==> src/rtl/dml_pkg.sv <==
package dml_pkg;
  typedef struct packed {
    logic half_en;
    logic major_en;
    logic dreq_en;
  } dml_ctrl_t;

  typedef struct packed {
    logic irq;
    logic is_half;
    logic is_major;
    logic hw_clr;
  } dml_evt_t;
endpackage

==> src/rtl/dml_iter_count.sv <==
module dml_iter_count #(
  parameter int CNT_W = 15
) (
  input  logic             clk,
  input  logic             rst,
  input  logic             load,
  input  logic [CNT_W-1:0] load_biter,
  input  logic [CNT_W-1:0] load_citer,
  input  logic             step,
  output logic [CNT_W-1:0] citer_q,
  output logic [CNT_W-1:0] biter_q,
  output logic [CNT_W-1:0] next_cnt
);
  localparam logic [CNT_W-1:0] ONE = CNT_W'(1);

  assign next_cnt = citer_q - ONE;

  always_ff @(posedge clk) begin
    if (rst) begin
      citer_q <= '0;
      biter_q <= '0;
    end else if (load) begin
      citer_q <= load_citer;
      biter_q <= load_biter;
    end else if (step) begin
      citer_q <= (next_cnt == '0) ? biter_q : next_cnt;
    end
  end
endmodule

==> src/rtl/dml_event_gen.sv <==
module dml_event_gen
  import dml_pkg::*;
#(
  parameter int CNT_W = 15
) (
  input  logic             clk,
  input  logic             rst,
  input  logic             step,
  input  logic [CNT_W-1:0] next_cnt,
  input  logic [CNT_W-1:0] biter,
  input  dml_ctrl_t        ctrl,
  output dml_evt_t         evt
);
  logic hit_zero, hit_half, cfg_ok, half_fire, major_fire;

  assign cfg_ok     = (biter != '0);
  assign hit_zero   = step && (next_cnt == '0);
  assign hit_half   = step && (next_cnt == (biter >> 1));
  assign half_fire  = hit_half && ctrl.half_en && cfg_ok;
  assign major_fire = hit_zero && ctrl.major_en && cfg_ok;

  always_ff @(posedge clk) begin
    if (rst) begin
      evt <= '0;
    end else begin
      evt.irq      <= half_fire || major_fire;
      evt.is_half  <= half_fire;
      evt.is_major <= major_fire;
      evt.hw_clr   <= hit_zero && ctrl.dreq_en;
    end
  end
endmodule

==> src/rtl/dml_start_hs.sv <==
module dml_start_hs (
  input  logic clk,
  input  logic rst,
  input  logic sw_start,
  input  logic hw_req,
  input  logic exec_begin,
  output logic svc_req,
  output logic start_ack
);
  always_ff @(posedge clk) begin
    if (rst) begin
      svc_req   <= 1'b0;
      start_ack <= 1'b0;
    end else begin
      svc_req   <= sw_start || hw_req;
      start_ack <= sw_start && exec_begin;
    end
  end
endmodule

==> src/rtl/dma_major_loop_ctl.sv <==
module dma_major_loop_ctl
  import dml_pkg::*;
#(
  parameter int CNT_W = 15
) (
  input  logic             clk,
  input  logic             rst,
  input  logic             load_valid,
  input  logic [CNT_W-1:0] load_biter,
  input  logic [CNT_W-1:0] load_citer,
  input  logic             load_half_en,
  input  logic             load_major_en,
  input  logic             load_dreq_en,
  input  logic             minor_done,
  input  logic             sw_start,
  input  logic             hw_req,
  input  logic             exec_begin,
  output logic [CNT_W-1:0] citer_out,
  output logic             irq_pulse,
  output logic             irq_is_half,
  output logic             irq_is_major,
  output logic             hwreq_clr,
  output logic             svc_req,
  output logic             start_ack
);
  dml_ctrl_t        ctrl_q;
  dml_evt_t         evt;
  logic [CNT_W-1:0] biter_q;
  logic [CNT_W-1:0] next_cnt;
  logic             step;

  assign step = minor_done && !load_valid;

  always_ff @(posedge clk) begin
    if (rst) begin
      ctrl_q <= '0;
    end else if (load_valid) begin
      ctrl_q.half_en  <= load_half_en;
      ctrl_q.major_en <= load_major_en;
      ctrl_q.dreq_en  <= load_dreq_en;
    end
  end

  dml_iter_count #(.CNT_W(CNT_W)) u_count (
    .clk        (clk),
    .rst        (rst),
    .load       (load_valid),
    .load_biter (load_biter),
    .load_citer (load_citer),
    .step       (step),
    .citer_q    (citer_out),
    .biter_q    (biter_q),
    .next_cnt   (next_cnt)
  );

  dml_event_gen #(.CNT_W(CNT_W)) u_evt (
    .clk      (clk),
    .rst      (rst),
    .step     (step),
    .next_cnt (next_cnt),
    .biter    (biter_q),
    .ctrl     (ctrl_q),
    .evt      (evt)
  );

  assign irq_pulse    = evt.irq;
  assign irq_is_half  = evt.is_half;
  assign irq_is_major = evt.is_major;
  assign hwreq_clr    = evt.hw_clr;

  dml_start_hs u_start (
    .clk        (clk),
    .rst        (rst),
    .sw_start   (sw_start),
    .hw_req     (hw_req),
    .exec_begin (exec_begin),
    .svc_req    (svc_req),
    .start_ack  (start_ack)
  );
endmodule

==> config.mk <==
export PLATFORM = sky130hd
export DESIGN_NAME = dma_major_loop_ctl
export DESIGN_NICKNAME = d
export VERILOG_FILES = /design/src/rtl/dml_pkg.sv /design/src/rtl/dml_iter_count.sv /design/src/rtl/dml_event_gen.sv /design/src/rtl/dml_start_hs.sv /design/src/rtl/dma_major_loop_ctl.sv
export SDC_FILE = /design/constraint.sdc
export NUM_CORES = 1
export LEC_CHECK = 0
export BUFFER_PORTS_ARGS = -buffer_cell sky130_fd_sc_hd__buf_2
export CORE_MARGIN = 3
export CORE_UTILIZATION = 53
export CTS_CLUSTER_SIZE = 20
export DETAILED_ROUTE_END_ITERATION = 10
export GPL_ROUTABILITY_DRIVEN = 0
export GPL_TIMING_DRIVEN = 0
export PLACE_DENSITY = 0.85
export REMOVE_ABC_BUFFERS = 1
export SYNTH_ARGS = -nofsm -noshare
export SYNTH_HDL_FRONTEND = slang
export SYNTH_SLANG_ARGS = --single-unit
==> constraint.sdc <==
create_clock -name clk -period 2.5 [get_ports clk]
set_input_delay 0.5 -clock clk [delete_from_list [all_inputs] [get_ports clk]]
set_output_delay 0.5 -clock clk [all_outputs]
set_load 0.005 [all_outputs]
# Word level (Yosys, flattened, before mapping)
# Index checks and enable logic that the tools add are counted.
# W data, S select, Z words.
dict set report op_classes {
  addsub 1
  magnitude_cmp 0
  n_reduce_logical 15
  div_mod_pow 0
  n_mul 0
  bitwise 0
  n_eq_ne 1
  muxes 3
  shifts 0
}
# op n
set op_table {}
lappend op_table {{$mux W15} 3}
lappend op_table {{$eq A15 B14 Y1} 1}
lappend op_table {{$logic_not A15 Y1} 1}
lappend op_table {{$reduce_bool A15 Y1} 1}
lappend op_table {{$sub A15 B1 Y15 const B} 1}
lappend op_table {{$logic_and A1 B1 Y1} 9}
lappend op_table {{$logic_or A1 B1 Y1} 2}
lappend op_table {{$reduce_bool A2 Y1} 1}
lappend op_table {{$logic_not A1 Y1} 1}
dict set report totals {
  mem_bits_rw 0
  mem_count 0
  latchBits 0
  wordCells 31
  regBits 39
  inputBits 40
  rom_bits 0
}

# Logic depth before layout (Yosys ltp)
# Gate-level depths: netlist of the first run.
dict set report depth {
  depth_word 6
  ltp_mapped 10
}

# Cells and area by module
# From an unflattened synthesis of the first run, not the netlist that was laid out.
dict set report hier_totals {
  cells_unflattened 271
  area_unflattened_um2 2273.4
}
# mod cells_per_inst area_each_um2 instances seq_area_each_um2
set modules_own_cells {}
lappend modules_own_cells {dml_iter_count 217 1747.9 1 600.6}
lappend modules_own_cells {dml_event_gen 40 356.6 1 80.1}
lappend modules_own_cells {dma_major_loop_ctl 10 110.1 1 60.1}
lappend modules_own_cells {dml_start_hs 4 58.8 1 40.0}

# Worst setup path after synthesis of the first run
# No wires, ideal clock.
dict set report synth_timing {
  path_type {reg-to-reg}
  from {register u_count.citer_q[0]}
  to {register, netlist name u_evt.evt[3]}
  path_buffers 2
  t_arrival_ps 2001
  path_slack_ps 415
  required_time_ps 2416
  stages_incl_launch_ff 11
  cell_sequence {dfxtp_1 clkbuf_2 inv_1 ha_1 nor4b_4 nand3_1 xnor2_2 nor3_4 buf_6 nand3_1 o31ai_2}
}
dict set report synth_between {
  elab_chain_cells 6
  elab_cells_between_ends 10
}
# element line
set synth_lines {}
lappend synth_lines {{from (decl)} dml_iter_count.sv:10} ;# output logic [CNT_W-1:0] citer_q,
lappend synth_lines {{from (signal assigned)} dml_iter_count.sv:23} ;# citer_q <= load_citer;
lappend synth_lines {{from (signal assigned)} dml_iter_count.sv:26} ;# citer_q <= (next_cnt == '0) ? biter_q : next_cnt;
lappend synth_lines {{$sub A15 B1 Y15 *} dml_iter_count.sv:16} ;# assign next_cnt = citer_q - ONE;
lappend synth_lines {{$eq A15 B14 Y1 or $logic_not A15 Y1 (tied branches)} {dml_event_gen.sv:18, dml_event_gen.sv:17}}
lappend synth_lines {{$logic_and A1 B1 Y1 (on tied branches)} {dml_event_gen.sv:18, dml_event_gen.sv:17}}
lappend synth_lines {{$logic_and A1 B1 Y1 (on tied branches) (2 in a row)} {dml_event_gen.sv:19, dml_event_gen.sv:20}}
lappend synth_lines {{$logic_or A1 B1 Y1 *} dml_event_gen.sv:26} ;# evt.irq <= half_fire || major_fire;
# Mark *: on every way between the ends. The rest lies on a longest branch, timed or not.
# A chain may end at the register's enable or synchronous reset.

# Worst setup path in the final report of the first run
dict set report layout_timing {
  from {register u_count.citer_q[3]}
  to {register, netlist name u_evt.evt[3]}
}
dict set report layout_between {
  elab_chain_cells 6
  elab_cells_between_ends 10
}
# element line
set layout_lines {}
lappend layout_lines {{$sub A15 B1 Y15 *} dml_iter_count.sv:16}
lappend layout_lines {{$eq A15 B14 Y1 or $logic_not A15 Y1 (tied branches)} {dml_event_gen.sv:18, dml_event_gen.sv:17}}
lappend layout_lines {{$logic_and A1 B1 Y1 (on tied branches)} {dml_event_gen.sv:18, dml_event_gen.sv:17}}
lappend layout_lines {{$logic_and A1 B1 Y1 (on tied branches) (2 in a row)} {dml_event_gen.sv:19, dml_event_gen.sv:20}}
lappend layout_lines {{$logic_or A1 B1 Y1 *} dml_event_gen.sv:26}
# Marked as above.

==> results of run 1 <==
==> cell families after synthesis <==
group	after synthesis	share of synthesized area, %
AO/OA/AOI/OAI	47	13.8
AND/OR/NAND/NOR	106	25.1
multiplexers	20	8.64
buffers and inverters	29	5.58
XOR/XNOR	32	12.3
adder cells (fa/ha/maj)	2	1.07
flip-flops	39	33.5
==> final timing paths <==
kind	cells past startpoint	to	start
setup / recovery	6	u_evt.evt[3]$_SDFF_PP0_	u_count.citer_q[3]$_SDFFE_PP0P_
hold / removal	3	ctrl_q[0]$_SDFFE_PP0P_	load_dreq_en
setup reg to reg	6	u_evt.evt[3]$_SDFF_PP0_	u_count.citer_q[3]$_SDFFE_PP0P_
hold reg to reg	1	u_evt.evt[0]$_SDFF_PP0_	ctrl_q[0]$_SDFFE_PP0P_
==> metal layers <==
| metal | vias to the layer above | routed length, um | GRT usage [%] |
|---|---|---|---|
| li1 | 1064 | - | - |
| met1 | 976 | 2470 | 30.0 |
| met2 | 89 | 2770 | 37.6 |
| met3 | 12 | 463 | 4.57 |
| met4 | 0 | 95 | 9.19 |
| met5 | - | 0 | 0 |
==> registers in the layout, indices dropped and copies added (netlist names) <==
signal / count
ctrl_q: 3
u_count.citer_q: 15
u_count.biter_q: 15
u_start.svc_req: 1
u_evt.evt: 4
u_start.start_ack: 1
==> tightest hold or removal path: stages <==
cell	delay (ns)
sky130_fd_sc_hd__buf_2	0.07
sky130_fd_sc_hd__mux2i_1	0.05
sky130_fd_sc_hd__nor2_1	0.07
==> through the flow <==
step,instances,instance area [um^2],setup slack (ns),hold slack (ns),total power (uW)
after detailed placement,364,2590,-0.0125,0.447,1130
after global placement,364,2590,0.00371,0.440,1110
after CTS,374,2690,0.218,0.440,1530
after global routing,374,2690,0.0158,0.455,1610
final,374,2690,0.199,0.435,1540
after floorplan,254,2230,0.418,0.429,992
==> area by class of cell <==
class / count / area [um^2]
fillers: 365 / 1420
multi-input cells: 207 / 1420
flip-flops and latches: 39 / 782
repair buffers: 62 / 315
clock buffers: 7 / 76.3
well taps: 50 / 62.6
inverters: 8 / 30.0
clock inverters: 1 / 5.00
==> power by group <==
group | switching (uW) | internal, uW
combinational | 207 | 185
clock | 220 | 196
sequential | 72.3 | 659
total | 499 | 1040
==> cell usage after synthesis (2+ instances only) <==
| cell type | instances | share of area, % |
|---|---|---|
| sky130_fd_sc_hd__mux2i_1 | 19 | 8.2 |
| sky130_fd_sc_hd__inv_1 | 8 | 1.3 |
| sky130_fd_sc_hd__nor4b_1 | 2 | 0.75 |
| sky130_fd_sc_hd__or3_1 | 2 | 0.54 |
| sky130_fd_sc_hd__clkbuf_1 | 13 | 2.1 |
| sky130_fd_sc_hd__a21oi_1 | 8 | 1.7 |
| sky130_fd_sc_hd__o21ai_1 | 3 | 0.64 |
| sky130_fd_sc_hd__nand2b_1 | 4 | 1.1 |
| sky130_fd_sc_hd__o22ai_1 | 2 | 0.54 |
| sky130_fd_sc_hd__nor3_1 | 9 | 1.9 |
| sky130_fd_sc_hd__nor3_4 | 2 | 1.4 |
| sky130_fd_sc_hd__o2111ai_1 | 2 | 0.75 |
| sky130_fd_sc_hd__xnor2_1 | 13 | 4.9 |
| sky130_fd_sc_hd__nand4_1 | 4 | 1.1 |
| sky130_fd_sc_hd__nand3_1 | 7 | 1.5 |
| sky130_fd_sc_hd__ha_1 | 2 | 1.1 |
| sky130_fd_sc_hd__nor3b_1 | 2 | 0.64 |
| sky130_fd_sc_hd__o31a_1 | 2 | 0.75 |
| sky130_fd_sc_hd__nand2_1 | 23 | 3.7 |
| sky130_fd_sc_hd__a22o_1 | 9 | 3.4 |
| sky130_fd_sc_hd__dfxtp_1 | 39 | 33 |
| sky130_fd_sc_hd__nor2_1 | 33 | 5.3 |
| sky130_fd_sc_hd__xor2_1 | 18 | 6.8 |
| sky130_fd_sc_hd__nor4_1 | 6 | 1.6 |
| sky130_fd_sc_hd__buf_6 | 2 | 0.97 |
| sky130_fd_sc_hd__a31oi_1 | 2 | 0.54 |
| sky130_fd_sc_hd__o21ai_0 | 12 | 2.6 |
| sky130_fd_sc_hd__buf_2 | 4 | 0.86 |
==> timing repair <==
item / 4_1_cts / 5_1_grt
buffers inserted: 2 / 0
resized for setup: 0 / 1
pin swaps: 1 / 0
setup endpoints to repair: 2 / 2
==> results.md, run 1 <==
Outcome:
- The flow ran to the end, and the final reports show no timing, DRC or antenna violations.

Clock tree:
- TritonCTS built the clock tree.
- The number of clock buffers inserted by TritonCTS is 5.
- The H-tree generated during clock tree synthesis spans 2 levels.
- At the later pin of the worst-skew pair, clock insertion delay measures 0.30 ns.
- The cell chosen for the clock root is sky130_fd_sc_hd__clkbuf_8.
- The worst-case clock buffer depth is 2.
- The number of hold buffers added after CTS was 0.
- After clock tree synthesis, the clock-pin slew on the worst setup and hold paths is 0.08 ns.
- The clock drives 39 sinks.

Route:
- After detailed routing, the number of vias per cell comes to 5.72.
- The first-pass detailed-route iteration total is 4.
- After detailed routing, the average wire length per cell comes to 15.5 um.
- Once detail routing completed, the nets flagged for antenna violations numbered 0.
- The via count of the routed design is 2141.
- For this run, design rule violations remaining after detail routing come to 0.
- The starting DRC count in detailed routing is 190.
- Wires add up to 5800 um.

Floorplan:
- The floorplan step defined a die boundary enclosing 5230 um^2.
- The overall die width is 72.3 um.
- The area of the placeable core is 4120 um^2.
- After floorplanning, the core was divided into 23 placement rows.
- The vertical die dimension is 72.3 um.
- The I/O pin count is 61.
- The effective utilization at floorplan is 56.7%.

Worst setup path:
- The signal arrival time at the worst endpoint is 2.52 ns.
- The kind of end point of the critical path is a flip-flop.
- The critical setup path kind is reg2reg.
- The required time of the worst setup path is 2.72 ns.
- Of all nets on the critical path, the largest fanout is 12.
- The master of the slowest instance on the critical path is sky130_fd_sc_hd__nor3_2.
- The type of origin of the critical path is a flip-flop.
- The kind of cell with the highest combined delay along the critical path is simple AND/OR/NAND/NOR gates.
- The buffers plus inverters on the worst setup path is 0.
- On the worst path, the slowest cell contributes a delay of 0.61 ns.
- Across all register-to-register paths, the minimum setup slack is 0.20 ns.
- The critical path goes through nor3_2 > nand4b_1 > xnor2_1 > nor4_1 > o2111ai_1 > o31ai_2.

Place:
- The HPWL after detailed placement is 4090 um.
- The count of buffers added on input and output ports is 60.

Timing:
- The worst path needs 2.30 ns of the cycle, external delays included.
- The setup-violating endpoint count in the final report is 0.
- For this run, the top clock speed supported by timing is 0.435 GHz.
- Clock skew on the completed layout was measured at 0.00516 ns.
- At the pin with the least slew margin, the transition time is 1.00 ns.
- Setup repair after global routing left no endpoint under its margin.
- The number of failing hold endpoints at the final stage is 0.
- The number of max-slew violations in the final report came to 0.
- After layout, the worst path uses 92.0% of the clock period.
- Summed over all failing endpoints, the final setup total negative slack is 0 ns.
- The worst max-slew margin expressed relative to the limit is 33.1%.

Final layout:
- The most common library cell in the layout ignoring fill and taps is sky130_fd_sc_hd__buf_2.
- The utilization of the core after routing is 65.4%.
- The number of antenna diodes in the final layout is 0.
- The proportion of layout cells with a drive suffix above 1 is 25.0%.
- Relative to the synthesized area, the layout overhead comes to 15.5%.
- In the layout the commonest cells are sky130_fd_sc_hd__buf_2 (60), sky130_fd_sc_hd__dfxtp_1 (38), sky130_fd_sc_hd__nor2_1 (33), sky130_fd_sc_hd__nand2_1 (23), sky130_fd_sc_hd__mux2i_1 (19).
- At the end of the flow, the number of nets in the layout was 365.

Global routing:
- The number of antenna violations at the first check in global routing was 0.
- The total routing usage reported by global routing is 23.1%.
- The aggregate global routing overflow is 0.
- Entering global routing, the biggest net connects 51 pins.
- The via count of the first global-routing pass is 2044.
- The wire length of the first global-routing pass is 9560 um.

Power and ir drop:
- The peak supply drop is 0.403 mV.
- For this design the static power due to leakage is 0.00125 uW.
- For this design the ratio of total power to cell area is 571 nW/um^2.

Min path:
- The min-delay analysis places its worst path in the category in2reg.

Synthesis:
- The count of unique library cells instantiated by Yosys is 51.
- Synthesis handed over a netlist of 275 instances.
- The count of state elements after synthesis is 39.
- Sequential cells were found to cover 33.5% of the synthesized design area.
- During synthesis, Yosys emitted a total of 0 warnings.
- In this run, synthesis inferred 0 flip-flops with an integrated enable.
- A synthesized cell averages 8.48 um^2.
- The dominant register cell in the synthesized netlist is sky130_fd_sc_hd__dfxtp_1.
- The mapped netlist covers 2330 um^2.
- Of all flip-flops after synthesis, the portion carrying an async set or reset was 0%.

Job:
- The tool flagged a number of max-cap violations equal to 0.
(Power assumes the default switching activity.)
==> inputs of run 2 (changes only) <==
--- a/config.mk
+++ b/config.mk
@@ -7,12 +7,13 @@
 export LEC_CHECK = 0
 export BUFFER_PORTS_ARGS = -buffer_cell sky130_fd_sc_hd__buf_2
 export CORE_MARGIN = 3
-export CORE_UTILIZATION = 53
+export CORE_UTILIZATION = 55
+export CTS_BUF_LIST = sky130_fd_sc_hd__clkbuf_8
 export CTS_CLUSTER_SIZE = 20
 export DETAILED_ROUTE_END_ITERATION = 10
 export GPL_ROUTABILITY_DRIVEN = 0
 export GPL_TIMING_DRIVEN = 0
-export PLACE_DENSITY = 0.85
+export PLACE_DENSITY = 0.88
 export REMOVE_ABC_BUFFERS = 1
 export SYNTH_ARGS = -nofsm -noshare
 export SYNTH_HDL_FRONTEND = slang
==> run 2 against run 1 <==
Design area up 0.51%. Routed wire length about the same. Setup slack worse by 0.040 ns. Via count up 2.9%. Final cell count unchanged. Sequential power about the same. Global-route usage up 0.93 points. Sequential cell count unchanged. Non-clock buffer count unchanged. Utilization up 1.3 points. Maximum frequency down 1.7%. Clock skew up 0.0016 ns. Critical path type unchanged. Largest cell class unchanged. Highest routed layer unchanged.
==> results.md, run 2 (synthesis gave the netlist of run 1 again) <==
Final layout:
- The number of filler cells placed in the layout is 328.
- The top cell types in the final layout, fill and taps aside, are sky130_fd_sc_hd__buf_2 (60), sky130_fd_sc_hd__dfxtp_1 (38), sky130_fd_sc_hd__nor2_1 (33), sky130_fd_sc_hd__nand2_1 (23), sky130_fd_sc_hd__mux2i_1 (19).
- In the final layout, the registers with the most flip-flops are u_count.biter_q: 15 flops, u_count.citer_q: 15 flops, u_evt.evt: 4 flops.
- The most common library cell in the layout ignoring fill and taps is sky130_fd_sc_hd__buf_2.
- The post-layout net count is 365.
- The proportion of layout cells with a drive suffix above 1 is 25.9%.
- The repair_antennas step left the layout with diodes totalling 0.
- From synthesis to final layout, the design area changed by 16.0%.
- After routing the design area is 2710 um^2.
- For this run, the number of standard cells in the final layout without fillers is 374.

Floorplan:
- The floorplan step defined a die boundary enclosing 5060 um^2.
- The initial utilization of the core area, before any placement, comes to 57.5%.
- The overall die width is 71.1 um.
- 61 I/O pins were placed.
- The initialized floorplan defines 23 standard-cell rows.
- The die is 71.1 um tall.
- The core region is 4060 um^2.

Global routing:
- The via count of the first global-routing pass is 2115.
- The number of antenna violations at the first check in global routing came to 0.
- The aggregate global routing overflow is 0.
- The largest net degree at the start of global routing is 51.
- The first global-routing pass estimated 9740 um of wire.
- The total routing usage reported by global routing is 24.1%.

Timing:
- The worst pin sits at a relative slew slack of 34.0%.
- The shortest period the worst path allows is 2.34 ns.
- The minimum hold slack is 0.416 ns.
- The number of failing hold endpoints at the final stage is 0.
- The part of the cycle the worst path needs is 93.6%.
- Based on the critical path, the design can be clocked at up to 0.427 GHz.
- At the pin with the least slew margin, the transition time is 0.990 ns.
- For the final database, setup skew stands at 0.00680 ns.
- The number of max-slew violations in the final report is 0.
- Setup repair after global routing left no endpoint under its margin.
- The final setup slack of the worst path is 0.160 ns.
- Setup total negative slack on the finished layout was measured at 0 ns.
- Setup violations remaining at the end of the flow were counted as 0.

Place:
- The post-placement setup slack is -0.0469 ns.
- The HPWL after detailed placement is 4040 um.
- The cell area after placement is 2590 um^2.
- The number of instances in the placed design is 364.
- Input and output buffers added on the ports amount to 60.

Worst setup path:
- The startpoint identified for the worst register-to-register timing path is u_count.citer_q[1]$_SDFFE_PP0P_.
- Setup slack on the worst reg-to-reg path comes out at 0.16 ns.
- For this run, the slowest stage of the critical path takes 0.46 ns.
- The required time of the worst setup path is 2.71 ns.
- The number of buffers and inverters on the critical path is 1.
- In this run the number of cells on the critical path is 8.
- The highest net fanout along the worst path is 6.
- The end of the worst register-to-register path is u_evt.evt[3]$_SDFF_PP0_.
- The signal on the critical path passes through inv_1 > ha_1 > xnor2_1 > xor2_1 > nand3_1 > nor4_1 > o2111ai_1 > o31ai_2.
- The signal arrival time at the worst endpoint is 2.55 ns.
- The dominant delay contributor by cell family on the critical path is compound AO/OA/AOI/OAI gates.
- The critical setup path kind is reg2reg.
- The number of cells on the worst reg-to-reg path is 8.
- The slowest stage of the critical path is the sky130_fd_sc_hd__dfxtp_1 cell.
- The type of origin of the critical path is a flip-flop.
- The kind of end point of the critical path is a flip-flop.

Clock tree:
- The CTS tree is done.
- At the later pin of the worst-skew pair, clock insertion delay measures 0.30 ns.
- TritonCTS created 5 clock buffers.
- Clock tree synthesis selected as its root buffer the cell sky130_fd_sc_hd__clkbuf_8.
- Clock-pin slew was measured on the worst setup and hold paths at 0.08 ns.
- The clock passes through at most 2 buffers.
- Clock tree synthesis found a total of 39 sinks.
- The maximum level of the CTS H-tree is 2.

Job:
- The tool flagged a number of max-cap violations equal to 0.

Power and ir drop:
- The fraction of power spent switching nets is 32.6%.
- Summed over all cells, the static leakage comes to 0.00126 uW.
- In this run the power spent charging and discharging nets is 503 uW.
- IR analysis of the VDD net gives a maximum drop of 0.405 mV.
- Combinational logic burns 25.5% of the power.
- Cell internal power was estimated by the tool at 1040 uW.
- Per report_power, the sequential group accounts for 47.6% of the total.
- The part of the power in the clock network is 26.9%.
- For this design the ratio of total power to cell area is 569 nW/um^2.

Route:
- For this block, the initial DRC count from the detailed router was 221.
- The post-route DRC violation count is 0.
- The via count of the routed design is 2204.
- The final layout contains routed wiring with a total length of 5800 um.
- The residual antenna-violating net count after detailed routing is 0.
- In the routed layout, each cell is associated on average with a via count of 5.89.
- The first-pass detailed-route iteration total is 4.
- In the final routed layout, each cell accounts on average for 15.5 um.

Outcome:
- The run finished with clean final reports.

Min path:
- The type of the tightest min-delay check is in2reg.
- In this run the most critical hold path is launched from hw_req.
- The worst min-delay path endpoint is u_start.svc_req$_SDFF_PP0_.
- Along the worst hold path, the cell count comes to 3.
run 2: cell types whose count changed in the layout (fill, tap and decap cells not counted):
cell and delta:
sky130_fd_sc_hd__clkinv_2 +2, sky130_fd_sc_hd__nor3b_2 +1, sky130_fd_sc_hd__nor3_4 +1, sky130_fd_sc_hd__nor3b_1 -1
sky130_fd_sc_hd__clkbuf_1 -2, sky130_fd_sc_hd__nor3_2 -1
run 2: worst reg2reg max path, stage by stage, from the launching register on:
cell and delay (ns):
sky130_fd_sc_hd__dfxtp_1 0.46, sky130_fd_sc_hd__inv_1 0.13, sky130_fd_sc_hd__ha_1 0.28, sky130_fd_sc_hd__xnor2_1 0.24
sky130_fd_sc_hd__xor2_1 0.18, sky130_fd_sc_hd__nand3_1 0.09, sky130_fd_sc_hd__nor4_1 0.35, sky130_fd_sc_hd__o2111ai_1 0.25
sky130_fd_sc_hd__o31ai_2 0.27
run 2: worst max path at each step:
stage | from | to | slack [ns]
4_1_cts | u_count.citer_q[3]$_SDFFE_PP0P_ | u_evt.evt[3]$_SDFF_PP0_ | 0.18
2_1_floorplan | u_count.citer_q[0]$_SDFFE_PP0P_ | u_evt.evt[3]$_SDFF_PP0_ | 0.42
6_report | u_count.citer_q[1]$_SDFFE_PP0P_ | u_evt.evt[3]$_SDFF_PP0_ | 0.16
5_1_grt | u_count.citer_q[1]$_SDFFE_PP0P_ | u_evt.evt[3]$_SDFF_PP0_ | 0.02
3_5_place_dp | u_count.citer_q[0]$_SDFFE_PP0P_ | u_evt.evt[3]$_SDFF_PP0_ | -0.05
3_3_place_gp | u_count.citer_q[0]$_SDFFE_PP0P_ | u_evt.evt[3]$_SDFF_PP0_ | 0.003
run 2: per-layer routing:
| metal | up-vias | GRT usage, % | wire [um] |
|---|---|---|---|
| li1 | 1059 | - | - |
| met1 | 1030 | 30.7 | 2420 |
| met2 | 97 | 37.8 | 2750 |
| met3 | 18 | 6.39 | 474 |
| met4 | 0 | 11.3 | 153 |
| met5 | - | 0 | 0 |
run 2: through the flow:
step	total power (uW)	utilization, %
after global placement	1110	64.0
after floorplan	992	-
final	1540	66.7
after CTS	1530	66.4
after detailed placement	1120	64.0
after global routing	1620	66.7
run 2: final cells by class:
| class | count | area, um^2 | area share [%] |
|---|---|---|---|
| Clock buffer | 5 | 68.8 | 2.54 |
| Clock inverter | 3 | 15.0 | 0.555 |
| Inverter | 8 | 30.0 | 1.11 |
| Multi-Input combinational cell | 207 | 1430 | 52.9 |
| Sequential cell | 39 | 782 | 28.9 |
| Tap cell | 50 | 62.6 | 2.31 |
| Timing Repair Buffer | 62 | 315 | 11.7 |
run 2: what timing repair did:
action                     in CTS  in global routing
hold buffers                    0                  0
gates resized for setup         0                  3
buffers inserted                2                  0
pin swaps                       1                  0
setup endpoints to repair       2                  2
run 2: power groups by stage:
stage	clock network [uW]	logic, uW	registers [uW]
3_3_place_gp	0	370	740
4_1_cts	419	386	728
2_1_floorplan	0	265	727
5_1_grt	449	437	739
6_report	415	392	733
3_5_place_dp	0	381	742
==> inputs of run 3 (changes only) <==
--- a/config.mk
+++ b/config.mk
@@ -14,6 +14,7 @@
 export GPL_ROUTABILITY_DRIVEN = 0
 export GPL_TIMING_DRIVEN = 0
 export PLACE_DENSITY = 0.88
+export RECOVER_POWER = 50
 export REMOVE_ABC_BUFFERS = 1
 export SYNTH_ARGS = -nofsm -noshare
 export SYNTH_HDL_FRONTEND = slang
==> run 3 against run 2 <==
Clock power barely moved. Critical path depth did not move. Total power fell by 0.32%. Register-to-register slack got worse by 0.02 ns. Design area fell by 0.32%. Utilization fell by 0.22 points. Routed wire length fell by 1.3%. First-iteration DRC count fell by 4.1%. Setup slack got worse by 0.017 ns. Sequential share of layout area rose by 0.094 points. Largest power group unchanged.
==> results.md, run 3 (synthesis gave the netlist of run 1 again) <==
Timing:
- The shortest period the worst path allows is 2.36 ns.
- The transition time of the tightest slew-check pin is 1.18 ns.
- The maximum clock skew at final layout is 0.00606 ns.
- Setup repair after global routing left no endpoint under its margin.
- The worst max-slew margin expressed relative to the limit is 21.5%.
- After layout, the worst path uses 94.3% of the clock period.
- The highest clock rate is 0.424 GHz.
- The setup-violating endpoint count in the final report is 0.
- The number of max-slew violations in the final report is 0.
- The number of failing hold endpoints at the final stage is 0.

Route:
- Wires add up to 5730 um.
- In the routed design, unresolved DRC markers number 0.
- In this run, the number of DRC markers left after iteration 0 of detailed routing was 212.
- The via count of the routed design is 2209.
- In this run the remaining antenna-violating nets after routing total 0.
- In the final routed layout, each cell accounts on average for 15.3 um.
- Using the TritonRoute via totals, the vias-per-cell ratio works out to 5.91.
- The first-pass detailed-route iteration total is 4.

Worst setup path:
- The critical path goes through inv_1 > ha_1 > xnor2_1 > xor2_1 > nand3_1 > nor4_1 > o2111ai_1 > o31ai_2.
- The kind of cell with the highest combined delay along the critical path is compound AO/OA/AOI/OAI gates.
- The type of origin of the critical path is a flip-flop.
- The slowest stage of the critical path is the sky130_fd_sc_hd__dfxtp_1 cell.
- Along the worst path, the maximum fanout reaches 6.
- Data on the critical path is required at its endpoint by 2.72 ns.
- The critical path is of the reg2reg type.
- The worst setup path is captured at a flip-flop.
- The worst register-to-register path begins at u_count.citer_q[1]$_SDFFE_PP0P_.
- The buffers plus inverters on the worst setup path is 1.
- The critical path starts at u_count.citer_q[1]$_SDFFE_PP0P_.
- The signal arrival time at the worst endpoint is 2.57 ns.
- In this design, the stage delay of the slowest critical-path cell is 0.46 ns.

Power and ir drop:
- The cell area power density is 569 nW/um^2.
- In this run the static leakage power is 0.00123 uW.
- Summing internal, switching and leakage power gives 1530 uW.
- The peak supply drop is 0.401 mV.

Final layout:
- The most common library cell in the layout ignoring fill and taps is sky130_fd_sc_hd__buf_2.
- The antenna diode instance count is 0.
- The cell area after layout is 2700 um^2.
- Cells with a size suffix above 1 make up 23.8% of the layout.
- The final layout contains 365 nets.
- Relative to the synthesized area, the layout overhead comes to 15.7%.
- Leaving out fill and tap cells, the most frequent cells in the layout are sky130_fd_sc_hd__buf_2 (53), sky130_fd_sc_hd__dfxtp_1 (38), sky130_fd_sc_hd__nor2_1 (33), sky130_fd_sc_hd__nand2_1 (23), sky130_fd_sc_hd__mux2i_1 (19).
- The largest registers in the layout are u_count.biter_q: 15 flops, u_count.citer_q: 15 flops, u_evt.evt: 4 flops.
- Counting the fill cells in the layout gives 325.

Floorplan:
- The row count is 23.
- The area of the placeable core is 4060 um^2.
- In this run the count of I/O pins placed on the die edge is 61.
- The overall die width is 71.1 um.
- The floorplan step set the die height to 71.1 um.
- The die area is 5060 um^2.
- The effective utilization at floorplan is 57.5%.

Clock tree:
- Counting every sink on the clock net gives 39.
- Clock latency on the worst-skew pair, taken at its later pin, is 0.30 ns.
- In this run the deepest clock path goes through 2 buffers.
- TritonCTS created 5 clock buffers.
- After clock tree synthesis, the clock-pin slew on the worst setup and hold paths is 0.08 ns.
- The maximum level of the CTS H-tree is 2.
- The cell chosen for the clock root is sky130_fd_sc_hd__clkbuf_8.
- TritonCTS built the clock tree.
- The count of hold-fix buffers inserted at cts is 0.

Outcome:
- The run finished with clean final reports.

Global routing:
- The number of antenna violations at the first check in global routing came to 0.
- The via count of the first global-routing pass was 2115.
- The aggregate global routing overflow is 0.
- Global routing used 24.1% of the available tracks across all layers.
- The wire length of the first global-routing pass is 9740 um.
- The largest net degree at the start of global routing is 51.

Place:
- The HPWL after detailed placement is 4040 um.
- The cell area after placement is 2590 um^2.
- The number of buffers inserted by port buffering is 60.

Min path:
- The startpoint of the most critical hold path is hw_req.
- The type of the tightest min-delay check is in2reg.

Job:
- Across the run, the number of max-cap violations was 0.
[run 3: layout make-up]
class / count / area, um^2 / share of cell area [%]
multi-input combinational: 207 / 1430 / 53.1
sequential: 39 / 782 / 29.0
timing repair buffer: 62 / 307 / 11.4
clock buffer: 5 / 68.8 / 2.55
tap: 50 / 62.6 / 2.32
inverter: 8 / 30.0 / 1.11
clock inverter: 3 / 15.0 / 0.557
[run 3: metrics by stage]
stage	TNS [ns]	util, %	hold WS (ns)	setup slack (ns)	instances
after floorplan	0	-	0.429	0.418	254
after global placement	0	64.0	0.437	0.00270	364
after detailed placement	-0.0747	64.0	0.445	-0.0469	364
after CTS	0	66.4	0.412	0.181	374
after global routing	0	66.5	0.443	0.0230	374
final	0	66.5	0.415	0.143	374
[run 3: repair_timing]
| item | in CTS | in global routing |
|---|---|---|
| endpoints found under the setup margin | 2 | 2 |
| buffers inserted | 2 | 0 |
| gates resized for setup | 0 | 3 |
| gates cloned | 0 | 0 |
| pin swaps | 1 | 0 |
[run 3: layer usage]
layer,routed length (um),up-vias,global-route usage (%)
li1,-,1063,-
met1,2380,1028,30.7
met2,2730,101,37.8
met3,458,17,6.39
met4,151,0,11.3
met5,0,-,0
[run 3: worst paths after layout]
path	endpoint	slack (ns)	cells past startpoint
hold reg to reg	u_evt.evt[0]$_SDFF_PP0_	0.46	1
setup / recovery	u_evt.evt[3]$_SDFF_PP0_	0.14	8
hold / removal	u_start.svc_req$_SDFF_PP0_	0.41	3
setup reg to reg	u_evt.evt[3]$_SDFF_PP0_	0.14	8
[run 3: where the power goes]
| part | total [uW] | internal, uW | switching [uW] |
|---|---|---|---|
| sequential | 732 | 659 | 73.1 |
| combinational | 390 | 186 | 204 |
| clock | 412 | 191 | 221 |
| total | 1530 | 1040 | 499 |
[run 3: worst register-to-register path, delay by kind of cell (launching register included)]
family | cells | cell delay [ns]
adders and majority gates | 1 | 0.28
and+or+nand+nor | 2 | 0.46
buffers and inverters | 1 | 0.12
DFF | 1 | 0.46
AOI/OAI and AO/OA | 2 | 0.52
xor gates and xnor gates | 2 | 0.43
